File: src/rtl/acc_shift_pkg.sv
package acc_shift_pkg;
    localparam int ACC_W  = 40;
    localparam int WORD_W = 16;
    localparam int IMM_W  = 6;
    localparam int MAG_W  = WORD_W + 1;
    localparam int MID_LO = 16;

    typedef struct packed {
        logic             hit;
        logic             dst;
        logic             left;
        logic             arith;
        logic [MAG_W-1:0] mag;
    } shift_req_t;

    typedef struct packed {
        logic             wr_valid;
        logic             wr_sel;
        logic [ACC_W-1:0] wr_data;
        logic             fz;
        logic             fs;
    } out_state_t;
endpackage

File: src/rtl/acc_shift_decode.sv
module acc_shift_decode
    import acc_shift_pkg::*;
#(
    parameter int OPC_W = 16
) (
    input  logic [OPC_W-1:0]  opcode,
    input  logic [WORD_W-1:0] mid0,
    input  logic [WORD_W-1:0] mid1,
    output shift_req_t        req
);
    localparam logic [6:0] IMM_TAG  = 7'b0001010;
    localparam logic [6:0] L16_TAG  = 7'b1111000;
    localparam logic [6:0] R16_TAG  = 7'b1111010;
    localparam logic [6:0] REV_TAG  = 7'b0011110;
    localparam logic [OPC_W-1:0] LREG_OP = 16'h02CA;
    localparam logic [OPC_W-1:0] AREG_OP = 16'h02CB;

    logic [MAG_W-1:0] imm_amt;
    logic [MAG_W-1:0] amt_m1;
    logic [MAG_W-1:0] amt_m0;

    function automatic logic [MAG_W-1:0] magnitude(input logic [MAG_W-1:0] v);
        return v[MAG_W-1] ? (~v + 1'b1) : v;
    endfunction

    always_comb begin
        imm_amt = ~{{(MAG_W-IMM_W){opcode[IMM_W-1]}}, opcode[IMM_W-1:0]} + 1'b1;
        amt_m1  = {mid1[WORD_W-1], mid1};
        amt_m0  = {mid0[WORD_W-1], mid0};
        req     = '0;
        if (opcode[15:9] == IMM_TAG) begin
            req.hit = 1'b1;
            req.dst = opcode[8];
            if (!opcode[6]) begin
                req.left = 1'b1;
                req.mag  = {{(MAG_W-IMM_W){1'b0}}, opcode[IMM_W-1:0]};
            end else begin
                req.left  = imm_amt[MAG_W-1];
                req.arith = opcode[7];
                req.mag   = magnitude(imm_amt);
            end
        end else if (opcode[15:9] == L16_TAG) begin
            req.hit  = 1'b1;
            req.dst  = opcode[8];
            req.left = 1'b1;
            req.mag  = MAG_W'(16);
        end else if (opcode[15:9] == R16_TAG) begin
            req.hit = 1'b1;
            req.dst = opcode[8];
            req.mag = MAG_W'(16);
        end else if (opcode[15:12] == 4'b1001 && opcode[10:8] == 3'b001) begin
            req.hit   = 1'b1;
            req.dst   = opcode[11];
            req.arith = 1'b1;
            req.mag   = MAG_W'(16);
        end else if (opcode == LREG_OP || opcode == AREG_OP) begin
            req.hit   = 1'b1;
            req.dst   = 1'b0;
            req.arith = opcode[0];
            req.left  = amt_m1[MAG_W-1];
            req.mag   = magnitude(amt_m1);
        end else if (opcode[15:9] == REV_TAG && opcode[7:0] == 8'hC0) begin
            req.hit  = 1'b1;
            req.dst  = 1'b1;
            req.left = !amt_m0[MAG_W-1] && (amt_m0 != '0);
            req.mag  = magnitude(amt_m0);
        end
    end
endmodule

File: src/rtl/acc_shift_core.sv
module acc_shift_core
    import acc_shift_pkg::*;
#(
    parameter int DW = ACC_W,
    parameter int MW = MAG_W
) (
    input  logic [DW-1:0] src,
    input  logic          left,
    input  logic          arith,
    input  logic [MW-1:0] mag,
    output logic [DW-1:0] res
);
    localparam int SH_W = $clog2(DW);

    logic          fill;
    logic          sat;
    logic [DW-1:0] stg [0:SH_W];

    assign fill   = arith & ~left & src[DW-1];
    assign sat    = (mag >= MW'(DW));
    assign stg[0] = src;

    for (genvar i = 0; i < SH_W; i++) begin : g_stage
        localparam int D = 1 << i;
        if (D < DW) begin : g_shift
            assign stg[i+1] = !mag[i] ? stg[i] :
                              left    ? {stg[i][DW-1-D:0], {D{1'b0}}} :
                                        {{D{fill}}, stg[i][DW-1:D]};
        end else begin : g_pass
            assign stg[i+1] = stg[i];
        end
    end

    assign res = sat ? {DW{fill}} : stg[SH_W];
endmodule

File: src/rtl/acc_shift_flags.sv
module acc_shift_flags
    import acc_shift_pkg::*;
#(
    parameter int DW = ACC_W
) (
    input  logic [DW-1:0] value,
    output logic          zero,
    output logic          sign
);
    assign zero = (value == '0);
    assign sign = value[DW-1];
endmodule

File: src/rtl/acc_shift_unit.sv
module acc_shift_unit
    import acc_shift_pkg::*;
(
    input  logic             clk,
    input  logic             rst_n,
    input  logic             op_valid,
    input  logic [15:0]      opcode,
    input  logic [ACC_W-1:0] acc0_in,
    input  logic [ACC_W-1:0] acc1_in,
    output logic             wr_valid,
    output logic             wr_sel,
    output logic [ACC_W-1:0] wr_data,
    output logic             flag_zero,
    output logic             flag_sign
);
    shift_req_t       req;
    logic [ACC_W-1:0] src;
    logic [ACC_W-1:0] res;
    logic             res_z;
    logic             res_s;
    out_state_t       state_d;
    out_state_t       state_q;

    acc_shift_decode #(.OPC_W(16)) u_dec (
        .opcode (opcode),
        .mid0   (acc0_in[MID_LO +: WORD_W]),
        .mid1   (acc1_in[MID_LO +: WORD_W]),
        .req    (req)
    );

    assign src = req.dst ? acc1_in : acc0_in;

    acc_shift_core #(.DW(ACC_W), .MW(MAG_W)) u_core (
        .src   (src),
        .left  (req.left),
        .arith (req.arith),
        .mag   (req.mag),
        .res   (res)
    );

    acc_shift_flags #(.DW(ACC_W)) u_flags (
        .value (res),
        .zero  (res_z),
        .sign  (res_s)
    );

    always_comb begin
        state_d          = state_q;
        state_d.wr_valid = 1'b0;
        if (op_valid && req.hit) begin
            state_d.wr_valid = 1'b1;
            state_d.wr_sel   = req.dst;
            state_d.wr_data  = res;
            state_d.fz       = res_z;
            state_d.fs       = res_s;
        end
    end

    always_ff @(posedge clk) begin
        if (!rst_n) state_q <= '0;
        else        state_q <= state_d;
    end

    assign wr_valid  = state_q.wr_valid;
    assign wr_sel    = state_q.wr_sel;
    assign wr_data   = state_q.wr_data;
    assign flag_zero = state_q.fz;
    assign flag_sign = state_q.fs;
endmodule

File: config.mk
export PLATFORM = sky130hd
export DESIGN_NAME = acc_shift_unit
export DESIGN_NICKNAME = d
export VERILOG_FILES = /design/src/rtl/acc_shift_pkg.sv /design/src/rtl/acc_shift_decode.sv /design/src/rtl/acc_shift_core.sv /design/src/rtl/acc_shift_flags.sv /design/src/rtl/acc_shift_unit.sv
export SDC_FILE = /design/constraint.sdc
export NUM_CORES = 1
export LEC_CHECK = 0
export BUFFER_PORTS_ARGS = -buffer_cell sky130_fd_sc_hd__buf_2
export CAP_MARGIN = 20
export CORE_ASPECT_RATIO = 2
export CORE_UTILIZATION = 65
export DETAILED_ROUTE_END_ITERATION = 7
export PLACE_DENSITY = 0.89
export REMOVE_ABC_BUFFERS = 1
export SYNTH_ARGS = -nofsm -noshare
export SYNTH_HDL_FRONTEND = slang
export SYNTH_SLANG_ARGS = --single-unit
File: constraint.sdc
create_clock -name clk -period 10.5 [get_ports clk]
set_clock_uncertainty 0.1 [all_clocks]
set_input_delay 0.525 -clock clk [delete_from_list [all_inputs] [get_ports clk]]
set_output_delay 0.525 -clock clk [all_outputs]
set_load 0.005 [all_outputs]
==> results of run 1 <==
## per-layer routing
layer	GRT overflow	global-route usage
met5	0	0.171
met4	156	0.870
met3	8	0.601
met2	334	1.03
met1	5	0.769
## per-stage QoR
step	hold slack [ns]	utilization
4_1_cts	0.395	0.707
3_5_place_dp	0.388	0.696
3_3_place_gp	0.378	0.696
2_1_floorplan	0.391	-
## synthesized netlist by cell type (all sizes together) (6+ instances only)
library cell,instances,area (um2)
nor3b,9,72.6
o31ai,24,180
or4,7,56.3
o311ai,31,272
nand2,127,479
a31oi,22,138
a221oi,7,67.6
o2111ai,21,190
o211ai,55,437
and2,6,40.0
a22oi,11,87.6
buf,77,505
ha,9,113
nor4,21,153
o21a,9,68.8
nand4,18,113
or4b,6,63.8
a211oi,27,208
a32o,6,60.1
o22ai,16,119
o221a,24,270
o21ai,166,838
nand3,76,380
a21oi,99,495
dfxtp,43,861
o221ai,11,96.3
nand2b,11,68.8
o2bb2ai,6,52.6
nor2,159,612
o211a,7,70.1
clkbuf,69,259
o32ai,19,189
mux2i,15,150
a32oi,9,86.3
inv,23,86.3
and3,33,206
a21boi,29,218
nor3,148,791
xnor2,8,70.1
## cells by family after synthesis
group / after synthesis / synth area share
xor gates and xnor gates: 11 / 0.00970
muxes: 20 / 0.0219
AOI/OAI and AO/OA: 643 / 0.457
and+or+nand+nor: 648 / 0.328
buffers and inverters: 169 / 0.0857
DFF: 43 / 0.0867
adders and majority gates: 9 / 0.0113
==> impl_metrics.py, run 1 <==
metrics = {
    "floorplan": {
        "initial_utilization": 0.667,
        "fp.dieH_um": 177,
        "die_w_um": 89.4,
        "num_rows": 63,
        "pin_count": 143,
    },
    "clock_network": {
        "cts_buffers": 5,
        "clk_path_buf_depth": 2,
        "ctsResizeCount": 0,
        "cts_hold_buf": 0,
        "clock_sinks": 43,
        "cts_htree_levels": 2,
        "cts_root_buffer": "clkbuf_16",
        "post_cts_buffers": 0,
    },
    "placement": {
        "placed_cells": 1762,
        "detailed_place.area_mm2": 0.0104,
        "port_buffers": 142,
        "dp_slack_ns": 4.12,
        "dp_hpwl_um": 40900,
        "place_congestion": 1.30,
    },
    "outcome": {
        "status": "aborted with a tool error",
        "failing_step": "global routing (5_1_grt)",
        "error": "[ERROR GRT-0116] Global routing finished with congestion. Check the congestion regions in the DRC Viewer.",
    },
    "synthesis": {
        "avgSynthCellArea_um2": 6.44,
        "ys_seq_elements": 43,
        "syn_inst": 1543,
        "synth_cell_types": 104,
        "async_flop_share": 0,
        "netlist_area_mm2": 0.00993,
        "synth-edff-count": 0,
        "ys.flop_type": "dfxtp_1",
        "yosys_warnings": 0,
        "seq_area_frac_synth": 0.0867,
    },
    "global_route": {
        "grt_pass1_wl_um": 101000,
        "grt_max_degree": 101,
        "track_usage": 0.811,
        "grt.overflow.total": 503,
        "grt_pass1_vias": 15600,
    },
}
==> inputs of run 2 (changes only) <==
--- a/config.mk
+++ b/config.mk
@@ -7,10 +7,9 @@
 export LEC_CHECK = 0
 export BUFFER_PORTS_ARGS = -buffer_cell sky130_fd_sc_hd__buf_2
 export CAP_MARGIN = 20
-export CORE_ASPECT_RATIO = 2
-export CORE_UTILIZATION = 65
+export CORE_UTILIZATION = 40
 export DETAILED_ROUTE_END_ITERATION = 7
-export PLACE_DENSITY = 0.89
+export PLACE_DENSITY_LB_ADDON = 0.15
 export REMOVE_ABC_BUFFERS = 1
 export SYNTH_ARGS = -nofsm -noshare
 export SYNTH_HDL_FRONTEND = slang
==> impl_metrics.py, run 2 <==
metrics = {
    "outcome": {
        "status": "finished clean",
    },
    "synthesis": {
        "synth-edff-count": 0,
        "synthXorXnorAreaFrac": 0.00970,
        "synth.area.mux_share": 0.0219,
        "yosys.cell_count.top_type": "nor2_1",
        "synth_top_family_by_area": "compound AO/OA/AOI/OAI gates",
        "ys_seq_elements": 43,
        "avgSynthCellArea_um2": 6.44,
        "syn_inst": 1543,
        "async_flop_share": 0,
        "yosys_warnings": 0,
        "ys.flop_type": "dfxtp_1",
        "yosys.area.top_type_share": 0.0867,
        "synthAdderAreaFrac": 0.0113,
        "seq_area_frac_synth": 0.0867,
        "yosysTopAreaCell": "dfxtp_1",
        "synth_compound_area_frac": 0.457,
        "synth_simple_gate_area_frac": 0.328,
        "synth_commonest_cells": "nor2_1 (155), o21ai_0 (142), nor3_1 (138), nand2_1 (126), a21oi_1 (99)",
        "synth_cell_types": 104,
        "netlist_area_mm2": 0.00993,
        "yosys-top-cells-area": "dfxtp_1 (8.7%), o21ai_0 (7.2%), nor3_1 (7.0%), nor2_1 (5.9%), a21oi_1 (5.0%)",
    },
    "detailed_routing": {
        "vias": 14000,
        "first_iter_violations": 2173,
        "dr.pass1.iters": 6,
        "finalWirelength_um": 56700,
        "drtAntennaViolNets": 0,
        "routedWlPerCell_um": 29.8,
        "vias_per_cell": 7.38,
        "remaining_drc_errors": 0,
    },
    "sta": {
        "hold_viol": 0,
        "fin_tns_setup_ns": 0,
        "maxSlewHeadroom": 0.243,
        "post-route-period-util": 0.615,
        "finalHoldWorstSlack_ns": 0.393,
        "setup_ws_ns": 4.05,
        "max_freq_ghz": 0.155,
        "finalMaxSlewViolations": 0,
        "min_period_ns": 6.45,
        "rsz0062_at_grt": "false",
        "worst_pin_slew_ns": 1.13,
        "setup_viol": 0,
    },
    "worst_setup_path": {
        "cpMaxStageDelayCell": "nor2_1",
        "path_max_fanout": 13,
        "cp-startpoint": "acc0_in[19]",
        "critPathBufInv": 1,
        "worstRegToRegCells": 1,
        "critical_path.endpoint_type": "flip-flop",
        "critPathMaxStageDelay_ns": 0.89,
        "cp.arrival_ns": 6.54,
        "critPathKind": "primary input to flip-flop",
        "crit_path_start_kind": "primary input",
        "reg2reg_slack_ns": 9.68,
        "r2r-start": "wr_data[39]",
        "critPathTopFamily": "simple AND/OR/NAND/NOR gates",
        "cp.required_ns": 10.58,
        "reg2reg_to": "wr_data[39]",
        "path_cells": "buf_2, nor4_2, nand4_1, mux2_2, o221ai_1, or4_1, a22oi_1, nand3_1, nor2_1, o21ai_0, o21ai_0, nor2_1, nand4b_1, nor4_1, a32o_1",
        "cp_num_cells": 15,
    },
    "pwr": {
        "clockPowerShare": 0.290,
        "pwr-share-seq": 0.263,
        "leakagePower_nw": 3.93,
        "irDropWorstVdd_mv": 0.0525,
        "power_frac_comb": 0.447,
        "p_int_w": 0.000369,
        "power_switching_w": 0.000265,
        "power.density_cell_area_mw_per_mm2": 59.0,
        "swShare": 0.418,
    },
    "clock_network": {
        "post_cts_buffers": 0,
        "clk_latency_ns": 0.29,
        "clkTransAtPathRegs_ns": 0.06,
        "ctsResizeCount": 0,
        "cts_hold_buf": 0,
        "clk_path_buf_depth": 2,
        "clock_sinks": 43,
        "cts_buffers": 5,
        "cts_root_buffer": "clkbuf_16",
        "cts_tree": "done",
        "cts_htree_levels": 2,
    },
    "final_layout": {
        "instances_no_fill": 1904,
        "fin_nets": 1686,
        "largest_reg_flops": 40,
        "mostFrequentLayoutCell": "nor2_1",
        "layout_common_cells": "nor2_1 (155), buf_2 (143), o21ai_0 (141)",
        "areaGrowthSynthToFinish_pct": 8.28,
        "drive_gt1_frac": 0.170,
    },
    "global_route": {
        "grt_pass1_vias": 13000,
        "grt_max_degree": 79,
        "track_usage": 0.432,
        "grt_pass1_wl_um": 84000,
        "grt.overflow.total": 0,
        "antenna_found_initial": 1,
    },
    "hold_path": {
        "holdPathEnd": "wr_data[6]",
        "hold_class": "flip-flop to flip-flop",
        "min-delay-start": "wr_data[6]",
        "min_delay_path_depth": 2,
    },
    "placement": {
        "dp_slack_ns": 3.99,
        "placed_cells": 1894,
        "dp_hpwl_um": 43700,
        "port_buffers": 142,
        "place_congestion": 1.08,
    },
    "floorplan": {
        "core_area_mm2": 0.0243,
        "die_w_um": 160,
        "pin_count": 143,
        "initial_utilization": 0.408,
        "num_rows": 57,
        "die_area_mm2": 0.0255,
        "fp.dieH_um": 160,
    },
    "run": {
        "cap_violations": 0,
    },
}
run 2: cell counts after synthesis:
No cell type changed its count.
run 2: how the worst max path moves through the flow:
stage | end | slack [ns]
detailed placement | flag_zero | 3.99
finish | flag_zero | 4.05
floorplan | flag_zero | 3.54
global route | flag_zero | 3.81
CTS | flag_zero | 4.29
global placement | flag_zero | 3.83
run 2: per-stage QoR:
step / total power (W) / util / instance area, um2
3_5_place_dp: 0.000439 / 0.434 / 10600
2_1_floorplan: 0.000324 / - / 9170
5_1_grt: 0.000658 / 0.442 / 10800
4_1_cts: 0.000621 / 0.441 / 10700
3_3_place_gp: 0.000440 / 0.434 / 10600
6_report: 0.000634 / 0.442 / 10800
run 2: per-layer routing:
layer	share of wire	global-route usage	vias to the layer above
met1	0.40	0.562	6692
met4	0.070	0.247	2
li1	-	-	6154
met2	0.42	0.653	979
met3	0.11	0.0998	221
met5	0.00019	0	-
run 2: power groups by stage:
stage	clock (W)	combinational [W]	sequential (W)
finish	0.000184	0.000284	0.000167
global route	0.000193	0.000299	0.000167
CTS	0.000184	0.000270	0.000167
detailed placement	0	0.000269	0.000170
global placement	0	0.000270	0.000170
floorplan	0	0.000153	0.000170
run 2: layout make-up:
type	count	area (um2)
fill	2657	13600
multi-input combinational	1331	8260
timing repair buffer	174	968
sequential	43	861
tap	324	405
clock buffer	5	125
inverter	23	86.3
clock inverter	3	43.8
antenna	1	2.50
run 2: worst min-delay path, delay by kind of cell, from the launching register on:
kind             cells  cell delay (ns)
AND/OR/NAND/NOR      2             0.14
flip-flops           1             0.31
run 2: kinds of logic (layout without fill, tap and decap cells):
kind of cell	count (synthesis)	after routing
compound gates	643	643
xor+xnor	11	11
fa+ha+maj	9	9
buf+inv	169	205
flops	43	43
mux	20	20
other cells	0	1
simple gates	648	648
Note: power is estimated with default switching activity, not from simulation.
==> inputs of run 3 (changes only) <==
==> constraint.sdc (replaced) <==
create_clock -name clk -period 5.6 [get_ports clk]
set_clock_uncertainty 0.1 [all_clocks]
set_input_delay 0.28 -clock clk [delete_from_list [all_inputs] [get_ports clk]]
set_output_delay 0.28 -clock clk [all_outputs]
set_load 0.005 [all_outputs]
==> impl_metrics.py, run 3 (same netlist as run 2, synthesis figures left out) <==
metrics = {
    "placement": {
        "dp_hpwl_um": 46700,
        "placed_cells": 2045,
        "place_congestion": 1.13,
        "port_buffers": 142,
    },
    "global_route": {
        "grt_max_degree": 49,
        "grt.overflow.total": 0,
        "grt_pass1_vias": 13400,
        "track_usage": 0.444,
        "grt_pass1_wl_um": 86400,
        "antenna_found_initial": 1,
    },
    "detailed_routing": {
        "drtAntennaViolNets": 0,
        "routedWlPerCell_um": 28.3,
        "first_iter_violations": 2533,
        "top_layer": "met4",
        "remaining_drc_errors": 0,
        "vias_per_cell": 7.17,
        "wl_met3_um": 7090,
        "finalWirelength_um": 58200,
        "wl_met1_um": 23100,
        "vias": 14700,
        "wl_met2_um": 24600,
        "dr.pass1.iters": 6,
    },
    "pwr": {
        "leakagePower_nw": 4.67,
        "irDropWorstVdd_mv": 0.118,
        "fin_total_pwr_w": 0.00119,
        "power.density_cell_area_mw_per_mm2": 99.5,
    },
    "clock_network": {
        "ctsResizeCount": 0,
        "cts_hold_buf": 0,
        "clk_path_buf_depth": 2,
        "cts_htree_levels": 2,
        "cts_tree": "done",
        "clk_latency_ns": 0.29,
        "clock_sinks": 43,
        "clkTransAtPathRegs_ns": 0.06,
        "cts_buffers": 5,
        "cts_root_buffer": "clkbuf_16",
        "post_cts_buffers": 0,
    },
    "final_layout": {
        "mostFrequentLayoutCell": "buf_4",
        "drive_gt1_frac": 0.240,
        "instances_no_fill": 2054,
        "areaGrowthSynthToFinish_pct": 20.1,
        "layout_common_cells": "buf_4 (174), nor2_1 (155), o21ai_0 (142), buf_2 (142), nor3_1 (138)",
        "largest_reg_flops": 40,
        "fin_nets": 1836,
    },
    "floorplan": {
        "fp.dieH_um": 160,
        "initial_utilization": 0.408,
        "core_area_mm2": 0.0243,
        "pin_count": 143,
        "die_w_um": 160,
        "num_rows": 57,
        "die_area_mm2": 0.0255,
    },
    "worst_setup_path": {
        "crit_path_start_kind": "primary input",
        "critical_path.endpoint_type": "flip-flop",
        "path_max_fanout": 28,
        "critPathKind": "primary input to flip-flop",
        "cp.arrival_ns": 5.48,
        "r2r-start": "wr_data[39]",
        "cp-startpoint": "opcode[0]",
        "cp.required_ns": 5.69,
    },
    "sta": {
        "maxSlewHeadroom": 0.206,
        "finalMaxSlewViolations": 0,
        "max_freq_ghz": 0.186,
        "worst_pin_slew_ns": 1.19,
        "min_period_ns": 5.39,
        "post-route-period-util": 0.963,
        "rsz0062_at_grt": "false",
        "setup_viol": 0,
        "hold_viol": 0,
    },
    "hold_path": {
        "hold_class": "flip-flop to flip-flop",
        "min-delay-start": "wr_sel",
    },
    "outcome": {
        "status": "finished clean",
    },
    "run": {
        "cap_violations": 0,
    },
}
[run 3: cell types whose count changed in the layout (fill, tap and decap cells not counted), sizes merged]
cell | before | now
clkinv | 2 | 1
clkbuf | 5 | 6
clkinvlp | 0 | 1
buf | 174 | 324
bufinv | 1 | 0
[run 3: through the flow]
step | hold slack (ns) | instance area [um2] | setup TNS [ns] | worst slack (ns) | utilization
3_3_place_gp | 0.379 | 11800 | 0 | 0.224 | 0.485
4_1_cts | 0.406 | 11900 | 0 | 0.502 | 0.490
2_1_floorplan | 0.302 | 9170 | -23.32 | -1.12 | -
3_5_place_dp | 0.392 | 11800 | 0 | 0.237 | 0.485
5_1_grt | 0.415 | 11900 | 0 | 0.0298 | 0.491
6_report | 0.401 | 11900 | 0 | 0.210 | 0.491
[run 3: area by class of cell]
type                       count  area (um2)
multi-input combinational   1331        8260
timing repair buffer         324        2180
tap                          324         405
inverter                      23        86.3
clock buffer                   6         129
fill                        2561       12400
antenna                        1        2.50
clock inverter                 2        12.5
sequential                    43         861
[run 3: metal layers]
metal	track usage	vias to the layer above
met4	0.213	0
met2	0.671	1127
met1	0.594	6935
met3	0.0992	216
li1	-	6446
met5	0	-
[run 3: power by group]
part           leakage [nW]  total (W)  switching [W]  internal (W)
clock network        0.0669   0.000291       0.000126      0.000165
registers             0.347   0.000312     0.00000218      0.000310
logic                  4.25   0.000584       0.000373      0.000211
total                  4.67    0.00119       0.000501      0.000686
[run 3: final timing paths]
| path | to | slack (ns) | cells past startpoint |
|---|---|---|---|
| setup / recovery | flag_zero | 0.21 | 19 |
| hold / removal | wr_sel | 0.40 | 2 |
| setup reg to reg | wr_data[39] | 4.76 | 1 |
| hold reg to reg | wr_sel | 0.40 | 2 |
[run 3: critical path: stages]
cell	delay [ns]
buf_2	0.17
inv_1	0.10
ha_1	0.37
nand4_1	0.21
nor4_4	0.20
buf_4	0.24
o211ai_4	0.23
buf_12	0.27
a21boi_1	0.44
nor3_1	0.20
o21ai_1	0.33
nand3_1	0.38
a32oi_1	0.73
o211ai_1	0.44
o221a_1	0.23
o21ai_1	0.16
or4b_1	0.22
nor4_1	0.06
a32o_1	0.20
